===== config.mk =====
export PLATFORM = sky130hd
export DESIGN_NAME = pmig_monitor
export DESIGN_NICKNAME = d
export VERILOG_FILES = /design/src/rtl/pmig_pkg.sv /design/src/rtl/pmig_poison_map.sv /design/src/rtl/pmig_count_bank.sv /design/src/rtl/pmig_trigger.sv /design/src/rtl/pmig_monitor.sv
export SDC_FILE = /design/constraint.sdc
export NUM_CORES = 1
export LEC_CHECK = 0
export ABC_AREA = 1
export BUFFER_PORTS_ARGS = -buffer_cell sky130_fd_sc_hd__buf_2
export CORE_MARGIN = 4
export CORE_UTILIZATION = 45
export CTS_CLUSTER_DIAMETER = 40
export DETAILED_ROUTE_END_ITERATION = 6
export GPL_TIMING_DRIVEN = 0
export SLEW_MARGIN = 5
export SYNTH_ARGS = -nofsm -noshare
export SYNTH_HDL_FRONTEND = slang
export SYNTH_SLANG_ARGS = --single-unit

===== constraint.sdc =====
create_clock -name clk -period 6 [get_ports clk]
set_input_delay 0.6 -clock clk [delete_from_list [all_inputs] [get_ports clk]]
set_output_delay 0.6 -clock clk [all_outputs]
set_load 0.01 [all_outputs]

===== src/rtl/pmig_pkg.sv =====
package pmig_pkg;

  typedef enum logic [1:0] {
    CMD_NONE     = 2'b00,
    CMD_POISON   = 2'b01,
    CMD_UNPOISON = 2'b10,
    CMD_CLEAR    = 2'b11
  } pmig_cmd_e;

endpackage


===== src/rtl/pmig_poison_map.sv =====
module pmig_poison_map #(
  parameter int NUM_PAGES = 16,
  parameter int PAGE_W    = 4
) (
  input  logic              clk,
  input  logic              rst,
  input  logic              set_en,
  input  logic              clr_en,
  input  logic [PAGE_W-1:0] cmd_page,
  input  logic [PAGE_W-1:0] rd_page,
  output logic              rd_poisoned
);

  logic [NUM_PAGES-1:0] poison_vec;

  for (genvar g = 0; g < NUM_PAGES; g++) begin : g_page
    always_ff @(posedge clk) begin
      if (rst) begin
        poison_vec[g] <= 1'b0;
      end else if (cmd_page == PAGE_W'(g)) begin
        if (set_en)      poison_vec[g] <= 1'b1;
        else if (clr_en) poison_vec[g] <= 1'b0;
      end
    end
  end

  assign rd_poisoned = poison_vec[rd_page];

  AST_POISON_SET: assert property (@(posedge clk) disable iff (rst)
    set_en |=> poison_vec[$past(cmd_page)]);

  AST_POISON_CLEARED: assert property (@(posedge clk) disable iff (rst)
    clr_en |=> !poison_vec[$past(cmd_page)]);

endmodule


===== src/rtl/pmig_count_bank.sv =====
module pmig_count_bank #(
  parameter int NUM_PAGES = 16,
  parameter int PAGE_W    = 4,
  parameter int CNT_W     = 8
) (
  input  logic              clk,
  input  logic              rst,
  input  logic [PAGE_W-1:0] rd_page,
  output logic [CNT_W-1:0]  rd_loc,
  output logic [CNT_W-1:0]  rd_rem,
  output logic              rd_armed,
  input  logic              upd_en,
  input  logic [PAGE_W-1:0] upd_page,
  input  logic [CNT_W-1:0]  upd_loc,
  input  logic [CNT_W-1:0]  upd_rem,
  input  logic              upd_armed,
  input  logic              clr_en,
  input  logic [PAGE_W-1:0] clr_page
);

  logic [CNT_W-1:0] loc_mem [NUM_PAGES];
  logic [CNT_W-1:0] rem_mem [NUM_PAGES];
  logic             arm_mem [NUM_PAGES];

  always_ff @(posedge clk) begin
    if (rst) begin
      for (int i = 0; i < NUM_PAGES; i++) begin
        loc_mem[i] <= '0;
        rem_mem[i] <= '0;
        arm_mem[i] <= 1'b1;
      end
    end else begin
      if (upd_en) begin
        loc_mem[upd_page] <= upd_loc;
        rem_mem[upd_page] <= upd_rem;
        arm_mem[upd_page] <= upd_armed;
      end
      if (clr_en) begin
        loc_mem[clr_page] <= '0;
        rem_mem[clr_page] <= '0;
        arm_mem[clr_page] <= 1'b1;
      end
    end
  end

  assign rd_loc   = loc_mem[rd_page];
  assign rd_rem   = rem_mem[rd_page];
  assign rd_armed = arm_mem[rd_page];

  AST_CLEAR_REARMS: assert property (@(posedge clk) disable iff (rst)
    clr_en |=> arm_mem[$past(clr_page)]);

  AST_CLEAR_ZEROES: assert property (@(posedge clk) disable iff (rst)
    clr_en |=> (loc_mem[$past(clr_page)] == '0) && (rem_mem[$past(clr_page)] == '0));

endmodule


===== src/rtl/pmig_trigger.sv =====
module pmig_trigger #(
  parameter int CNT_W = 8
) (
  input  logic [CNT_W-1:0] loc_q,
  input  logic [CNT_W-1:0] rem_q,
  input  logic             armed_q,
  input  logic             is_remote,
  input  logic [CNT_W-1:0] thr,
  output logic [CNT_W-1:0] loc_n,
  output logic [CNT_W-1:0] rem_n,
  output logic             fire
);

  localparam logic [CNT_W-1:0] CNT_MAX = '1;

  logic [CNT_W-1:0] lead;

  always_comb begin
    loc_n = loc_q;
    rem_n = rem_q;
    if (is_remote) begin
      if (rem_q != CNT_MAX) rem_n = rem_q + 1'b1;
    end else begin
      if (loc_q != CNT_MAX) loc_n = loc_q + 1'b1;
    end
    lead = rem_n - loc_n;
    fire = armed_q && (rem_n > loc_n) && (lead > thr);
  end

  always_comb begin
    AST_NO_WRAP: assert (loc_n >= loc_q && rem_n >= rem_q);
  end

endmodule


===== src/rtl/pmig_monitor.sv =====
module pmig_monitor
  import pmig_pkg::*;
#(
  parameter int NUM_PAGES = 16,
  parameter int CNT_W     = 8,
  parameter int THR_RESET = 4,
  parameter int PAGE_W    = (NUM_PAGES > 1) ? $clog2(NUM_PAGES) : 1
) (
  input  logic              clk,
  input  logic              rst,
  input  logic              acc_valid,
  input  logic [PAGE_W-1:0] acc_page,
  input  logic              acc_remote,
  input  logic [1:0]        cmd_op,
  input  logic [PAGE_W-1:0] cmd_page,
  input  logic              thr_we,
  input  logic [CNT_W-1:0]  thr_wdata,
  output logic              resp_valid,
  output logic              resp_err,
  output logic              irq_valid,
  output logic [PAGE_W-1:0] irq_page
);

  localparam logic [CNT_W-1:0] THR_INIT = CNT_W'(THR_RESET);

  pmig_cmd_e        cmd;
  logic [CNT_W-1:0] thr_q;
  logic             poisoned;
  logic             cmd_hit;
  logic             upd_en;
  logic             clr_en;
  logic [CNT_W-1:0] loc_q, rem_q, loc_n, rem_n;
  logic             armed_q;
  logic             fire;
  logic             fire_eff;

  assign cmd      = pmig_cmd_e'(cmd_op);
  assign cmd_hit  = (cmd != CMD_NONE) && (cmd_page == acc_page);
  assign upd_en   = acc_valid && !poisoned && !cmd_hit;
  assign fire_eff = upd_en && fire;
  assign clr_en   = (cmd == CMD_CLEAR) || (cmd == CMD_UNPOISON);

  pmig_poison_map #(
    .NUM_PAGES (NUM_PAGES),
    .PAGE_W    (PAGE_W)
  ) u_poison (
    .clk         (clk),
    .rst         (rst),
    .set_en      (cmd == CMD_POISON),
    .clr_en      (cmd == CMD_UNPOISON),
    .cmd_page    (cmd_page),
    .rd_page     (acc_page),
    .rd_poisoned (poisoned)
  );

  pmig_count_bank #(
    .NUM_PAGES (NUM_PAGES),
    .PAGE_W    (PAGE_W),
    .CNT_W     (CNT_W)
  ) u_bank (
    .clk       (clk),
    .rst       (rst),
    .rd_page   (acc_page),
    .rd_loc    (loc_q),
    .rd_rem    (rem_q),
    .rd_armed  (armed_q),
    .upd_en    (upd_en),
    .upd_page  (acc_page),
    .upd_loc   (loc_n),
    .upd_rem   (rem_n),
    .upd_armed (armed_q && !fire),
    .clr_en    (clr_en),
    .clr_page  (cmd_page)
  );

  pmig_trigger #(
    .CNT_W (CNT_W)
  ) u_trig (
    .loc_q     (loc_q),
    .rem_q     (rem_q),
    .armed_q   (armed_q),
    .is_remote (acc_remote),
    .thr       (thr_q),
    .loc_n     (loc_n),
    .rem_n     (rem_n),
    .fire      (fire)
  );

  always_ff @(posedge clk) begin
    if (rst) begin
      thr_q      <= THR_INIT;
      resp_valid <= 1'b0;
      resp_err   <= 1'b0;
      irq_valid  <= 1'b0;
      irq_page   <= '0;
    end else begin
      if (thr_we) thr_q <= thr_wdata;
      resp_valid <= acc_valid;
      resp_err   <= acc_valid && poisoned;
      irq_valid  <= fire_eff;
      if (fire_eff) irq_page <= acc_page;
    end
  end

  AST_RESP_LATENCY: assert property (@(posedge clk) disable iff (rst)
    acc_valid |=> resp_valid);

  AST_NO_SPURIOUS_RESP: assert property (@(posedge clk) disable iff (rst)
    !acc_valid |=> !resp_valid);

  AST_IRQ_WITH_RESP: assert property (@(posedge clk) disable iff (rst)
    irq_valid |-> resp_valid && !resp_err);

  AST_ERR_WITH_RESP: assert property (@(posedge clk) disable iff (rst)
    resp_err |-> resp_valid);

  AST_IRQ_SINGLE_PULSE: assert property (@(posedge clk) disable iff (rst)
    irq_valid && $stable(irq_page) && !acc_valid |=> !irq_valid);

endmodule


# Word level (Yosys, flattened, before mapping)
# Memories as Yosys holds them, arrays and structs flattened.
# Index checks and enable logic that the tools add are counted.
[op_classes]
add_sub_neg = 3
magnitude_cmp = 3
n_eq_ne = 21
muxes = 34
reduce_logical = 37
[ops]
columns = ["cell", "count"]
rows = [
  ["8-bit two-way mux", 8],
  ["4-bit equality test, second input constant", 8],
  ["2-bit AND reduction", 16],
  ["8-bit OR reduction", 4],
  ["4-bit two-way mux", 6],
  ["1-bit two-way mux", 19],
  ["8-bit by 1-bit adder with 8-bit output, second input constant", 2],
  ["4-bit by 3-bit equality test with 1-bit output, second input constant", 4],
  ["8-bit > comparator", 2],
  ["8-bit inequality test, second input constant", 2],
  ["4-bit by 2-bit equality test with 1-bit output, second input constant", 2],
  ["1-bit logical AND", 8],
  ["8-bit subtractor", 1],
  ["4-bit by 5-bit < comparator with 1-bit output, second input constant", 1],
  ["1-bit binary-select mux with 4-bit select", 1],
  ["2-bit equality test, second input constant", 2],
  ["4-bit by 1-bit equality test with 1-bit output, second input constant", 1],
  ["4-bit equality test", 1],
  ["4-bit logical NOT", 1],
  ["2-bit nonzero test", 2],
  ["1-bit logical NOT", 3],
  ["2-bit by 1-bit equality test with 1-bit output, second input constant", 1],
  ["1-bit OR reduction", 2],
  ["1-bit logical OR", 1],
]
[word_totals]
regBits = 31
ram_bits = 272
input_bits = 23
output_inout_bits = 7
elab_cells = 122
mem_count = 3
[memory_table]
columns = ["memory", "words", "word_bits", "read_ports", "rd_ports_with_merged_regs", "write_ports", "line_no", "text"]
rows = [
  ["u_bank.loc_mem", 16, 8, 1, 0, 16, "pmig_count_bank.sv:21", "logic [CNT_W-1:0] loc_mem [NUM_PAGES];"],
  ["u_bank.rem_mem", 16, 8, 1, 0, 16, "pmig_count_bank.sv:22", "logic [CNT_W-1:0] rem_mem [NUM_PAGES];"],
  ["u_bank.arm_mem", 16, 1, 1, 0, 16, "pmig_count_bank.sv:23", "logic arm_mem [NUM_PAGES];"],
]

# Logic depth before layout (Yosys ltp)
# Gate-level depths: netlist of the first run.
[depth]
depth_word = 10
ltp_mapped = 39
depth_no_buf = 36

# Hierarchy
# From an unflattened synthesis of the first run, not the netlist that was laid out.
[unflattened]
cells_unflattened = 2583
hier_area_um2 = 16985.0
[modules_own_cells]
columns = ["module", "instances", "cells_each", "area_per_inst_um2", "seq_area_each_um2"]
rows = [
  ["pmig_count_bank", 1, 2137, 14213.6, 5445.2],
  ["pmig_trigger", 1, 202, 1126.1, 0.0],
  ["pmig_poison_map", 1, 142, 974.7, 320.3],
  ["pmig_monitor", 1, 102, 670.6, 300.3],
]

# Worst setup path after synthesis of the first run
# OpenSTA, ideal clock, no wires.
[synth_path]
path_type = "input-to-reg"
from = "in acc_page[0]"
to = "mem u_bank.arm_mem[12]"
setup_ns = 0.122
arrival_time_ns = 5.462
required_ns = 5.878
setup_slack_ns = 0.416
stages = 35
n_path_buf = 5
cell_sequence = "buf_4 nand2_2 inv_2 buf_2 buf_2 a22oi_1 nand2_1 nand2_1 nand4_1 ha_1 o21ai_0 nor2_1 nand2_1 inv_1 nor2_2 xor2_1 buf_2 ha_1 inv_1 fa_1 nand3_1 nand2_1 nand2_1 o21ai_0 xor2_1 ha_1 nand4_1 nor2_1 o221a_2 nand2_1 inv_1 nand2_2 buf_2 nand3_1 nand3_1"
[synth_rtl]
columns = ["element", "line_no", "text"]
rows = [
  ["start, declared", "pmig_monitor.sv:12", "input logic [PAGE_W-1:0] acc_page,"],
  ["end, declared", "pmig_count_bank.sv:23", ""],
]

==> out/metrics.sh, run 1 <==
CLKSLEWWORSTSETUPHOLDPATHS_NS=0.05
FIRST_PASS_ITERS=6
SYNTHDOMINANTAREACELLTYPE='sky130_fd_sc_hd__dfxtp_1'
CTSHOLDBUFFERS=0
CPMAXSTAGEDELAYCELL='sky130_fd_sc_hd__fa_1'
GLOBAL_PLACEMENT_ROUTABILITY_CONGESTION=1.014
POST_LAYOUT_NETS=2399
CTS_ROOT_BUF='sky130_fd_sc_hd__clkbuf_16'
POWER.STATIC_LEAKAGE_nW=7.611
DIE_WIDTH_UM=189.5
MAX_SLEW_MARGIN=0.3087
SHARE_COMB_OF_TOTAL_POWER=0.073
CRITPATHREQUIREDTIME_NS=6.46
POST_DRT_VIA_CELL_RATIO=5.644
ANTENNA_VIOLATIONS_BEFORE_REPAIR=2
NUMPLACEDINSTANCES=2736
START_UTIL=0.4557
SYNTH-EDFF-COUNT=0
SYNTH.TOP_CELLS.BY_AREA='sky130_fd_sc_hd__dfxtp_1 (41%), sky130_fd_sc_hd__nand2_1 (27%), sky130_fd_sc_hd__a21oi_1 (10%), sky130_fd_sc_hd__nand3_1 (3.3%), sky130_fd_sc_hd__inv_1 (3.1%)'
MIN_FROM='thr_wdata[2]'
DP_HPWL_UM=45580
FINAL.MIN_CLOCK_PERIOD_NS=5.787
WORSTSETUPSTARTPOINTTYPE='input pin'
ANTENNA_LEFT=0
TIGHTEST_SLEW_NS=1.037
REPORT.FINAL.SLEW_VIOL_COUNT=0
SEQ_POWER_SHARE=0.373
YOSYSSEQAREASHARE=0.4091
TIMING.RR.START='u_bank.loc_mem[4][1]'
NETLIST-CELL-TYPE-COUNT=42
R2R_SETUP_SLACK_NS=0.74
Y_DIMENSION_OF_THE_DIE_UM=189.5
YOSYS_WARNINGS=0
POWER.DENSITY_nW_PER_UM2=309.4
MAXCLOCKFREQUENCY_GHz=0.1728
MIN_DELAY_WORST_ENDPOINT='thr_q[2]'
SETUP_VIOLATIONS=0
WL_UM=66120
CTS_TREE='done'
ROWS=66
PORT_BUFFERS=27
SYNTH_ASYNC_SR_FLOP_SHARE=0
SYNTH-MAIN-FF-CELL='sky130_fd_sc_hd__dfxtp_1'
CPPEAKSTAGEDELAY_NS=0.47
CTS_BUFFERS=50
UNREPAIRED_SETUP_ENDPOINTS_AFTER_GLOBAL_ROUTING='false'
FIRST_GLOBAL_VIAS=14590
GRT.TOTAL_USAGE=0.3608
CLK-INSERTION-DELAY-LATE_NS=0.59
TIMING.CRITICAL_PATH.ARRIVAL_NS=6.25
SW_FRAC_OF_TOTAL=0.2545
FINALPOWER_mW=5.466
SYNTHCELLS=2266
TIMING.HOLD.WORST.CLASS='in -> reg'
MAX_CAP_VIOL_COUNT=0
SYN-CELL-AREA_UM2=14830
STATUS='finished clean'
REMAINING_GLOBAL_ROUTE_OVERFLOW=0
POST-SYNTH-TOP-AREA-FRACTION=0.4091
ANTENNADIODECOUNT=0
GRT_MAX_DEGREE=20
FINAL.SETUP_SKEW_NS=0.01302
FILLER_CELL_COUNT=3325
YOSYS_REGISTER_BITS=303
WORST-PATH-MAX-FANOUT=19
SETUP_TNS_NS=0
HTREE_NUM_LEVELS=2
CTS_NUM_SINKS=303
SYN-MEAN-INSTANCE-AREA_UM2=6.543
FIN_CRIT_SH=0.9644
MAX-CLOCK-PATH-BUFFERS=3
MAPPEDNETLISTNETS=2311
CRITICAL-PATH-TOP-CELL-BY-COUNT='sky130_fd_sc_hd__nand2_1'
WORST_HOLD_PATH.NUM_CELLS=3
WORST_R2R_PATH_DEPTH=30
POWER.CLOCK.FRACTION=0.554
LAYOUT-DRIVE-GT1-SHARE=0.1169
DIE-AREA_UM2=35920
TIMING.FINAL.HOLD_VIOLATIONS=0
DETAIL_ROUTE.DRC_VIOLATIONS=0
BOUNDARYPINS=30
CRITICALPATHCATEGORY='in -> reg'
POST_DRT_WL_PER_CELL_UM=23.31
INTERNAL_POWER_mW=4.075
POWER.NET_SWITCHING_mW=1.391
ROUTE.VIAS.TOTAL=16010
STDCELL_COUNT=2837
GRT_FIRST_PASS_WIRELENGTH_UM=95830
END_KIND='register'
CRIT-REG2REG-CAPTURE='u_bank.arm_mem[7]'
AREA_DELTA_SYNTH_FINAL_PCT=19.14
VDD.IR_DROP.WORST_V=0.0002512
CORE_UM2=32540
DRT-INITIAL-DRC-COUNT=1943
worst max-delay path: cells and delay by family:
kind	cells	cell delay, ns
AO/OA/AOI/OAI	4	0.55
XOR/XNOR	2	0.40
adder cells (fa/ha/maj)	4	1.20
buffers and inverters	8	1.41
AND/OR/NAND/NOR	16	2.07
Yosys cell counts, drive strengths merged (2+ instances only):
library cell  count
nand2          1071
dfxtp           303
a21oi           295
inv             140
nand3            99
buf              79
o21ai            49
nor2             47
clkbuf           44
a22oi            42
ha               21
nand4            19
xor2             10
clkinv            7
nor3              7
o22ai             6
o21bai            5
or2               5
a21o              2
a221oi            2
nand3b            2
o221ai            2
cell usage in the layout (no fill, tap or decap), drive strengths merged:
cell type  Yosys  routed
o221ai         2       2
dfxtp        303     303
or3            1       1
a22oi         42      42
nand2       1071    1071
or2            5       5
xnor2          1       1
clkinv         7      21
bufinv         0       7
nor3           7       7
a21oi        295     295
nand4         19      19
a211oi         1       1
o22ai          6       6
mux2i          1       1
o211ai         1       1
nand3b         2       2
inv          140     144
buf           79     111
xor2          10      10
fa             1       1
clkbuf        44     114
nand3         99      99
a221oi         2       2
o221a          1       1
o21ai         49      49
ha            21      21
clkinvlp       0       2
nor4           1       1
o21bai         5       5
a2111oi        1       1
nor2          47      47
a21o           2       2
per-layer routing:
layer / up-vias / GRT usage / part of all wire
li1: 7434 / - / -
met1: 7448 / 0.4827 / 0.41
met2: 919 / 0.5461 / 0.43
met3: 209 / 0.06858 / 0.098
met4: 2 / 0.2070 / 0.061
met5: - / 0 / 0.00020
power groups by stage:
stage	Combinational (mW)	Clock [mW]	Sequential [mW]
floorplan	0.200	0	2.08
global placement	0.361	0	2.08
detailed placement	0.364	0	2.08
CTS	0.376	3.04	2.04
global route	0.413	3.13	2.04
finish	0.397	3.03	2.04
cells by family (layout without fill, tap and decap cells):
logic type / after synthesis / count (layout) / synth area share
adder cells (fa/ha/maj): 22 / 22 / 0.01907
XOR/XNOR: 11 / 11 / 0.006498
multiplexers: 1 / 1 / 0.0006751
AND/OR/NAND/NOR: 1252 / 1252 / 0.3367
flip-flops: 303 / 303 / 0.4091
AO/OA/AOI/OAI: 407 / 407 / 0.1492
buffers and inverters: 270 / 399 / 0.07874
sequential cells by signal, summed over array words and instances (netlist names):
signal,flops
u_poison.poison_vec,16
u_bank.loc_mem,128
resp_valid,1
u_bank.rem_mem,128
irq_valid,1
thr_q,8
u_bank.arm_mem,16
irq_page,4
resp_err,1
through the flow:
stage,hold slack (ns),area (um^2),setup WS [ns],util
2_1_floorplan,0.4233,14830,0.4164,-
3_3_place_gp,0.4365,15510,-2.005,0.4769
3_5_place_dp,0.4409,15540,-2.003,0.4775
4_1_cts,0.2261,17530,0.02655,0.5387
5_1_grt,0.2575,17660,0.009619,0.5429
6_report,0.2375,17660,0.2133,0.5429
layout make-up:
type | count | area [um^2] | share of cell area
clock buffer | 66 | 1445 | 0.08181
multi-input combinational | 1693 | 7744 | 0.4384
buffer | 119 | 723.2 | 0.04094
clock inverter | 27 | 316.6 | 0.01792
tap | 442 | 553.0 | 0.03131
inverter | 147 | 574.3 | 0.03251
sequential | 303 | 6066 | 0.3434
timing repair buffer | 40 | 242.7 | 0.01374
worst max path at each step:
stage                           start  slack, ns  cells past startpoint                  to
final                     acc_page[1]       0.21                     34   u_bank.arm_mem[7]
after global routing      acc_page[1]       0.01                     33   u_bank.arm_mem[7]
after floorplan           acc_page[0]       0.42                     35  u_bank.arm_mem[12]
after global placement    acc_page[1]      -2.00                     35   u_bank.arm_mem[7]
after detailed placement  acc_page[1]      -2.00                     35   u_bank.arm_mem[7]
after CTS                 acc_page[3]       0.03                     35   u_bank.arm_mem[7]
what timing repair did:
action / in CTS / in global routing
buffers inserted: 8 / 4
setup endpoints to repair: 21 / 21
pin swaps: 6 / 8
gates resized for setup: 55 / 39
No activity file was read; power rests on OpenSTA's default activity.
==> run 2: changes to the inputs <==
--- a/config.mk
+++ b/config.mk
@@ -8,7 +8,7 @@
 export ABC_AREA = 1
 export BUFFER_PORTS_ARGS = -buffer_cell sky130_fd_sc_hd__buf_2
 export CORE_MARGIN = 4
-export CORE_UTILIZATION = 45
+export CORE_UTILIZATION = 25
 export CTS_CLUSTER_DIAMETER = 40
 export DETAILED_ROUTE_END_ITERATION = 6
 export GPL_TIMING_DRIVEN = 0
==> run 2 against run 1 <==
Worst setup slack about the same. Worst hold slack about the same. Clock-buffer cell count down 5. Highest routed layer is now met4.
==> out/metrics.sh, run 2 (synthesis results as in run 1) <==
STATUS='finished clean'
WORST-PATH-MAX-FANOUT=10
POWER.STATIC_LEAKAGE_nW=7.568
LARGESTREGISTERS='u_bank.loc_mem (128), u_bank.rem_mem (128)'
MOSTFREQUENTLAYOUTCELL='sky130_fd_sc_hd__nand2_1'
FINAL.SETUP_SKEW_NS=0.02459
FINALPOWER_mW=5.489
CTSHOLDBUFFERS=0
LAYOUT-DRIVE-GT1-SHARE=0.1161
CLKSLEWWORSTSETUPHOLDPATHS_NS=0.05
DIE-AREA_UM2=63270
TIMING.FINAL.HOLD_VIOLATIONS=0
FINAL.MIN_CLOCK_PERIOD_NS=5.786
TIMING.HOLD.WORST.CLASS='in -> reg'
TIMING.RR.START='u_bank.rem_mem[8][1]'
ANTENNA_VIOLATIONS_BEFORE_REPAIR=0
FINAL_CELL_MIX='sky130_fd_sc_hd__nand2_1 (1064), sky130_fd_sc_hd__dfxtp_1 (303), sky130_fd_sc_hd__a21oi_1 (294)'
CRIT_END='u_bank.arm_mem[7]'
WORST_HOLD_PATH.NUM_CELLS=3
UTILIZATION=0.3059
GRT_FIRST_PASS_WIRELENGTH_UM=91160
AREA.SEQUENTIAL_UM2=6066
WL_UM=62450
CRITICALPATHCATEGORY='in -> reg'
CRIT-REG2REG-CAPTURE='u_bank.arm_mem[7]'
POWER.DENSITY_nW_PER_UM2=304.6
SETUP_VIOLATIONS=0
TIGHTEST_SLEW_NS=1.022
ROWS=89
HTREE_NUM_LEVELS=2
MULTIINPUTGATEAREA_UM2=7745
POST_LAYOUT_NETS=2396
WORST_R2R_PATH_DEPTH=31
ROUTE.VIAS.TOTAL=15540
TIMING.CRITICAL_PATH.ARRIVAL_NS=6.25
CTS_NUM_SINKS=303
CRITPATHREQUIREDTIME_NS=6.46
DRT-INITIAL-DRC-COUNT=1841
WORSTSETUPSTARTPOINTTYPE='input pin'
END_KIND='register'
CRITICAL-PATH-TOP-CELL-BY-COUNT='sky130_fd_sc_hd__nand2_1'
ANTENNA_LEFT=0
CLK-INSERTION-DELAY-LATE_NS=0.60
GLOBAL_PLACEMENT_ROUTABILITY_CONGESTION=1.031
CTS_TREE='done'
MAX_CAP_VIOL_COUNT=0
GRT.TOTAL_USAGE=0.1896
REMAINING_GLOBAL_ROUTE_OVERFLOW=0
POST_DRT_VIA_CELL_RATIO=4.907
CTS_BUFFERS=51
REPORT.FINAL.SLEW_VIOL_COUNT=0
MAXCLOCKFREQUENCY_GHz=0.1728
TIMING.CRITICAL_PATH.FROM='acc_page[0]'
MAX_SLEW_MARGIN=0.3189
BOUNDARYPINS=30
VDD.IR_DROP.WORST_V=0.0002017
CTS_ROOT_BUF='sky130_fd_sc_hd__clkbuf_16'
AREA_DELTA_SYNTH_FINAL_PCT=21.54
FIRST_GLOBAL_VIAS=14180
DIE_WIDTH_UM=251.5
START_UTIL=0.2517
DP_HPWL_UM=43500
PORT_BUFFERS=27
CPPEAKSTAGEDELAY_NS=0.47
FILLER_CELL_COUNT=6371
GRT_MAX_DEGREE=20
R2R_SETUP_SLACK_NS=0.68
ANTENNADIODECOUNT=0
CORE_UM2=58910
FIN_CRIT_SH=0.9644
POST_DRT_WL_PER_CELL_UM=19.72
FIRST_PASS_ITERS=6
Y_DIMENSION_OF_THE_DIE_UM=251.5
MAX-CLOCK-PATH-BUFFERS=3
CPMAXSTAGEDELAYCELL='sky130_fd_sc_hd__fa_1'
DETAIL_ROUTE.DRC_VIOLATIONS=0
==> run 2: cell types whose count changed in the layout (fill, tap and decap cells not counted), moves of 3 or more <==
cell                         delta
sky130_fd_sc_hd__buf_8          -3
sky130_fd_sc_hd__clkbuf_4       -4
sky130_fd_sc_hd__clkinvlp_4     +6
sky130_fd_sc_hd__clkinv_4       +3
sky130_fd_sc_hd__buf_4          +3
==> run 2: how the worst min path moves through the flow <==
stage                                    endpoint               startpoint  slack, ns
after floorplan            u_poison.poison_vec[9]   u_poison.poison_vec[9]       0.42
after global placement    u_poison.poison_vec[14]  u_poison.poison_vec[14]       0.44
after detailed placement   u_poison.poison_vec[9]   u_poison.poison_vec[9]       0.44
after CTS                                thr_q[2]             thr_wdata[2]       0.21
after global routing                     thr_q[2]             thr_wdata[2]       0.24
final                                    thr_q[2]             thr_wdata[2]       0.24
==> run 2: critical path, delay by kind of cell <==
| kind | cells | cell delay, ns |
|---|---|---|
| compound gates | 5 | 0.76 |
| xor+xnor | 2 | 0.38 |
| fa+ha+maj | 4 | 1.19 |
| buf+inv | 9 | 1.68 |
| simple gates | 15 | 1.60 |
==> run 2: cell type report <==
type,count,share of cell area
sequential,303,0.3366
inverter,147,0.03104
clock inverter,35,0.02319
tap,773,0.05367
buffer,118,0.03721
clock buffer,61,0.07686
timing repair buffer,37,0.01166
multi-input combinational,1693,0.4298
==> run 2: repair_timing <==
| action | in CTS | in global routing |
|---|---|---|
| endpoints found under the hold margin | 0 | 0 |
| pin swaps | 2 | 3 |
| resized for setup | 44 | 25 |
| buffers inserted | 7 | 3 |
| endpoints found under the setup margin | 21 | 21 |
==> run 2: through the flow <==
| step | area, um^2 | TNS (ns) | cells | hold WS, ns | setup WS, ns |
|---|---|---|---|---|---|
| 6_report | 18020 | 0 | 3167 | 0.2375 | 0.2135 |
| 5_1_grt | 18020 | -0.002604 | 3167 | 0.2395 | -0.002604 |
| 4_1_cts | 17930 | 0 | 3164 | 0.2145 | 0.02732 |
| 3_5_place_dp | 15930 | -35.53 | 3066 | 0.4428 | -1.980 |
| 3_3_place_gp | 15930 | -36.48 | 3066 | 0.4424 | -2.011 |
| 2_1_floorplan | 14830 | 0 | 2266 | 0.4233 | 0.4164 |
==> run 2: metal layers <==
metal / share of wire / global-route usage
met1: 0.41 / 0.2534
met3: 0.10 / 0.04216
met2: 0.42 / 0.2874
met4: 0.057 / 0.09700
met5: 0 / 0
==> run 2: power by group <==
| group | leakage [nW] | internal [mW] | switching [mW] |
|---|---|---|---|
| clock network | 0.867 | 1.96 | 1.11 |
| registers | 2.44 | 2.03 | 0.00729 |
| logic | 4.26 | 0.0863 | 0.292 |
| total | 7.57 | 4.08 | 1.41 |
==> run 3: changes to the inputs <==
--- a/config.mk
+++ b/config.mk
@@ -7,6 +7,7 @@
 export LEC_CHECK = 0
 export ABC_AREA = 1
 export BUFFER_PORTS_ARGS = -buffer_cell sky130_fd_sc_hd__buf_2
+export CORE_ASPECT_RATIO = 1.75
 export CORE_MARGIN = 4
 export CORE_UTILIZATION = 25
 export CTS_CLUSTER_DIAMETER = 40
==> run 3 against run 2 <==
Wire length rose by 11%. Cell area fell by 3.4%. Combinational power rose by 6.6%. Power fell by 18%. Critical endpoint unchanged. Largest power group unchanged.
==> out/metrics.sh, run 3 (synthesis results as in run 1) <==
STATUS='finished clean'
AREA.SEQUENTIAL_UM2=6066
LARGESTREGISTERS='u_bank.loc_mem (128), u_bank.rem_mem (128)'
END_KIND='register'
GLOBAL_PLACEMENT_ROUTABILITY_CONGESTION=1.035
CPPEAKSTAGEDELAY_NS=0.47
MIN_FROM='thr_wdata[2]'
CRIT-REG2REG-CAPTURE='u_bank.arm_mem[7]'
WORST-PATH-MAX-FANOUT=10
FILLER_CELL_COUNT=6518
TIMING.HOLD.WORST.CLASS='in -> reg'
CRITICALPATHCATEGORY='in -> reg'
PORT_BUFFERS=27
DETAIL_ROUTE.DRC_VIOLATIONS=0
DIE-AREA_UM2=63420
CRITICAL_PATH.TOP_DELAY_FAMILY='simple AND/OR/NAND/NOR gates'
BOUNDARYPINS=30
FINAL.MIN_CLOCK_PERIOD_NS=5.931
MAXCLOCKFREQUENCY_GHz=0.1686
START_UTIL=0.2538
ROWS=117
STDCELL_COUNT=3136
GRT_FIRST_PASS_WIRELENGTH_UM=99330
MULTIINPUTGATEAREA_UM2=7734
MIN_DELAY_WORST_ENDPOINT='thr_q[2]'
CORE_UM2=58410
Y_DIMENSION_OF_THE_DIE_UM=330.2
FINALPOWER_mW=4.507
MAX_SLEW_MARGIN=0.2234
POST_DRT_WL_PER_CELL_UM=22.17
CLK-INSERTION-DELAY-LATE_NS=0.63
WL_UM=69530
REMAINING_GLOBAL_ROUTE_OVERFLOW=0
ANTENNA_LEFT=0
DP_HPWL_UM=51260
SETUP_VIOLATIONS=0
LAYOUT-DRIVE-GT1-SHARE=0.1063
SETUP_TNS_NS=0
R2R_SETUP_SLACK_NS=0.57
GRT_MAX_DEGREE=18
FINAL.SETUP_SKEW_NS=0.02942
POST_LAYOUT_NETS=2383
CTS_TREE='done'
DIE_WIDTH_UM=192.1
AREA_DELTA_SYNTH_FINAL_PCT=17.38
CTS_ROOT_BUF='sky130_fd_sc_hd__clkbuf_16'
CPMAXSTAGEDELAYCELL='sky130_fd_sc_hd__fa_1'
CP.BUFFERS_INVERTERS=9
MAX-CLOCK-PATH-BUFFERS=3
ANTENNA_VIOLATIONS_BEFORE_REPAIR=2
VDD.IR_DROP.WORST_V=0.0002274
REPORT.FINAL.SLEW_VIOL_COUNT=0
MOSTFREQUENTLAYOUTCELL='sky130_fd_sc_hd__nand2_1'
FIN_CRIT_SH=0.9885
POWER.STATIC_LEAKAGE_nW=7.272
NUMPLACEDINSTANCES=3066
POWER.DENSITY_nW_PER_UM2=259.0
WORST_HOLD_PATH.NUM_CELLS=3
WORSTSETUPSTARTPOINTTYPE='input pin'
FINAL_CELL_MIX='sky130_fd_sc_hd__nand2_1 (1062), sky130_fd_sc_hd__dfxtp_1 (303), sky130_fd_sc_hd__a21oi_1 (293)'
CTS_NUM_SINKS=303
TIMING.FINAL.HOLD_VIOLATIONS=0
CTS_BUFFERS=30
MAX_CAP_VIOL_COUNT=0
CLKSLEWWORSTSETUPHOLDPATHS_NS=0.07
CRITICAL-PATH-TOP-CELL-BY-COUNT='sky130_fd_sc_hd__nand2_1'
WORST_R2R_PATH_DEPTH=32
CRITPATHREQUIREDTIME_NS=6.49
TIGHTEST_SLEW_NS=1.165
TIMING.CRITICAL_PATH.ARRIVAL_NS=6.42
FIRST_PASS_ITERS=6
HTREE_NUM_LEVELS=1
DRT-INITIAL-DRC-COUNT=1443
POST_DRT_VIA_CELL_RATIO=5.017
FIRST_GLOBAL_VIAS=15090
ROUTE.VIAS.TOTAL=15730
GRT.TOTAL_USAGE=0.2142
TIMING.RR.START='u_bank.rem_mem[8][0]'
==> run 3: layout make-up <==
cell class / count / area share
diodes: 1 / 0.0001438
plain buffers: 119 / 0.04170
clock buffers: 37 / 0.04810
clock inverters: 19 / 0.01359
inverters: 147 / 0.03271
multi-input cells: 1693 / 0.4444
flip-flops and latches: 303 / 0.3486
well taps: 773 / 0.05558
repair buffers: 44 / 0.01524
==> run 3: through the flow <==
| stage | setup WS (ns) | cell area (um^2) | hold WS (ns) | util |
|---|---|---|---|---|
| after floorplan | 0.4164 | 14830 | 0.4233 | - |
| after global placement | -2.417 | 15930 | 0.4400 | 0.2727 |
| after detailed placement | -2.322 | 15930 | 0.4444 | 0.2727 |
| after global routing | -0.01157 | 17400 | 0.2473 | 0.2979 |
| final | 0.06928 | 17400 | 0.2264 | 0.2979 |
| after CTS | 0.03357 | 17290 | 0.2243 | 0.2961 |
==> run 3: worst min-delay path, cell delays in order <==
cell and delay (ns):
sky130_fd_sc_hd__buf_2 0.08, sky130_fd_sc_hd__a21oi_1 0.06, sky130_fd_sc_hd__o21ai_0 0.06
==> run 3: repair_timing <==
action | CTS | global route
pin swaps | 4 | 5
gates resized for setup | 63 | 27
hold buffers | 0 | 0
endpoints found under the setup margin | 21 | 21
buffers inserted | 11 | 6
==> run 3: worst max path at each step <==
stage,to,depth (start not counted),start
final,u_bank.arm_mem[7],35,acc_page[0]
after global routing,u_bank.arm_mem[7],35,acc_page[0]
after CTS,u_bank.arm_mem[7],35,acc_page[0]
after detailed placement,u_bank.arm_mem[7],34,acc_page[1]
after global placement,u_bank.arm_mem[7],34,acc_page[1]
after floorplan,u_bank.arm_mem[12],35,acc_page[0]
==> run 3: power by group <==
group          total [mW]  switching, mW  internal [mW]  leakage, nW
Sequential           2.03        0.00760           2.03         2.44
Clock                2.07          0.960           1.11        0.525
Combinational       0.404          0.311         0.0936         4.30
==> run 3: routing by layer <==
layer | vias up | routed length (um) | track usage
li1 | 7396 | - | -
met1 | 7399 | 23200 | 0.2135
met2 | 651 | 34100 | 0.3761
met3 | 284 | 4092 | 0.02876
met4 | 2 | 8123 | 0.2040
met5 | - | 11 | 0
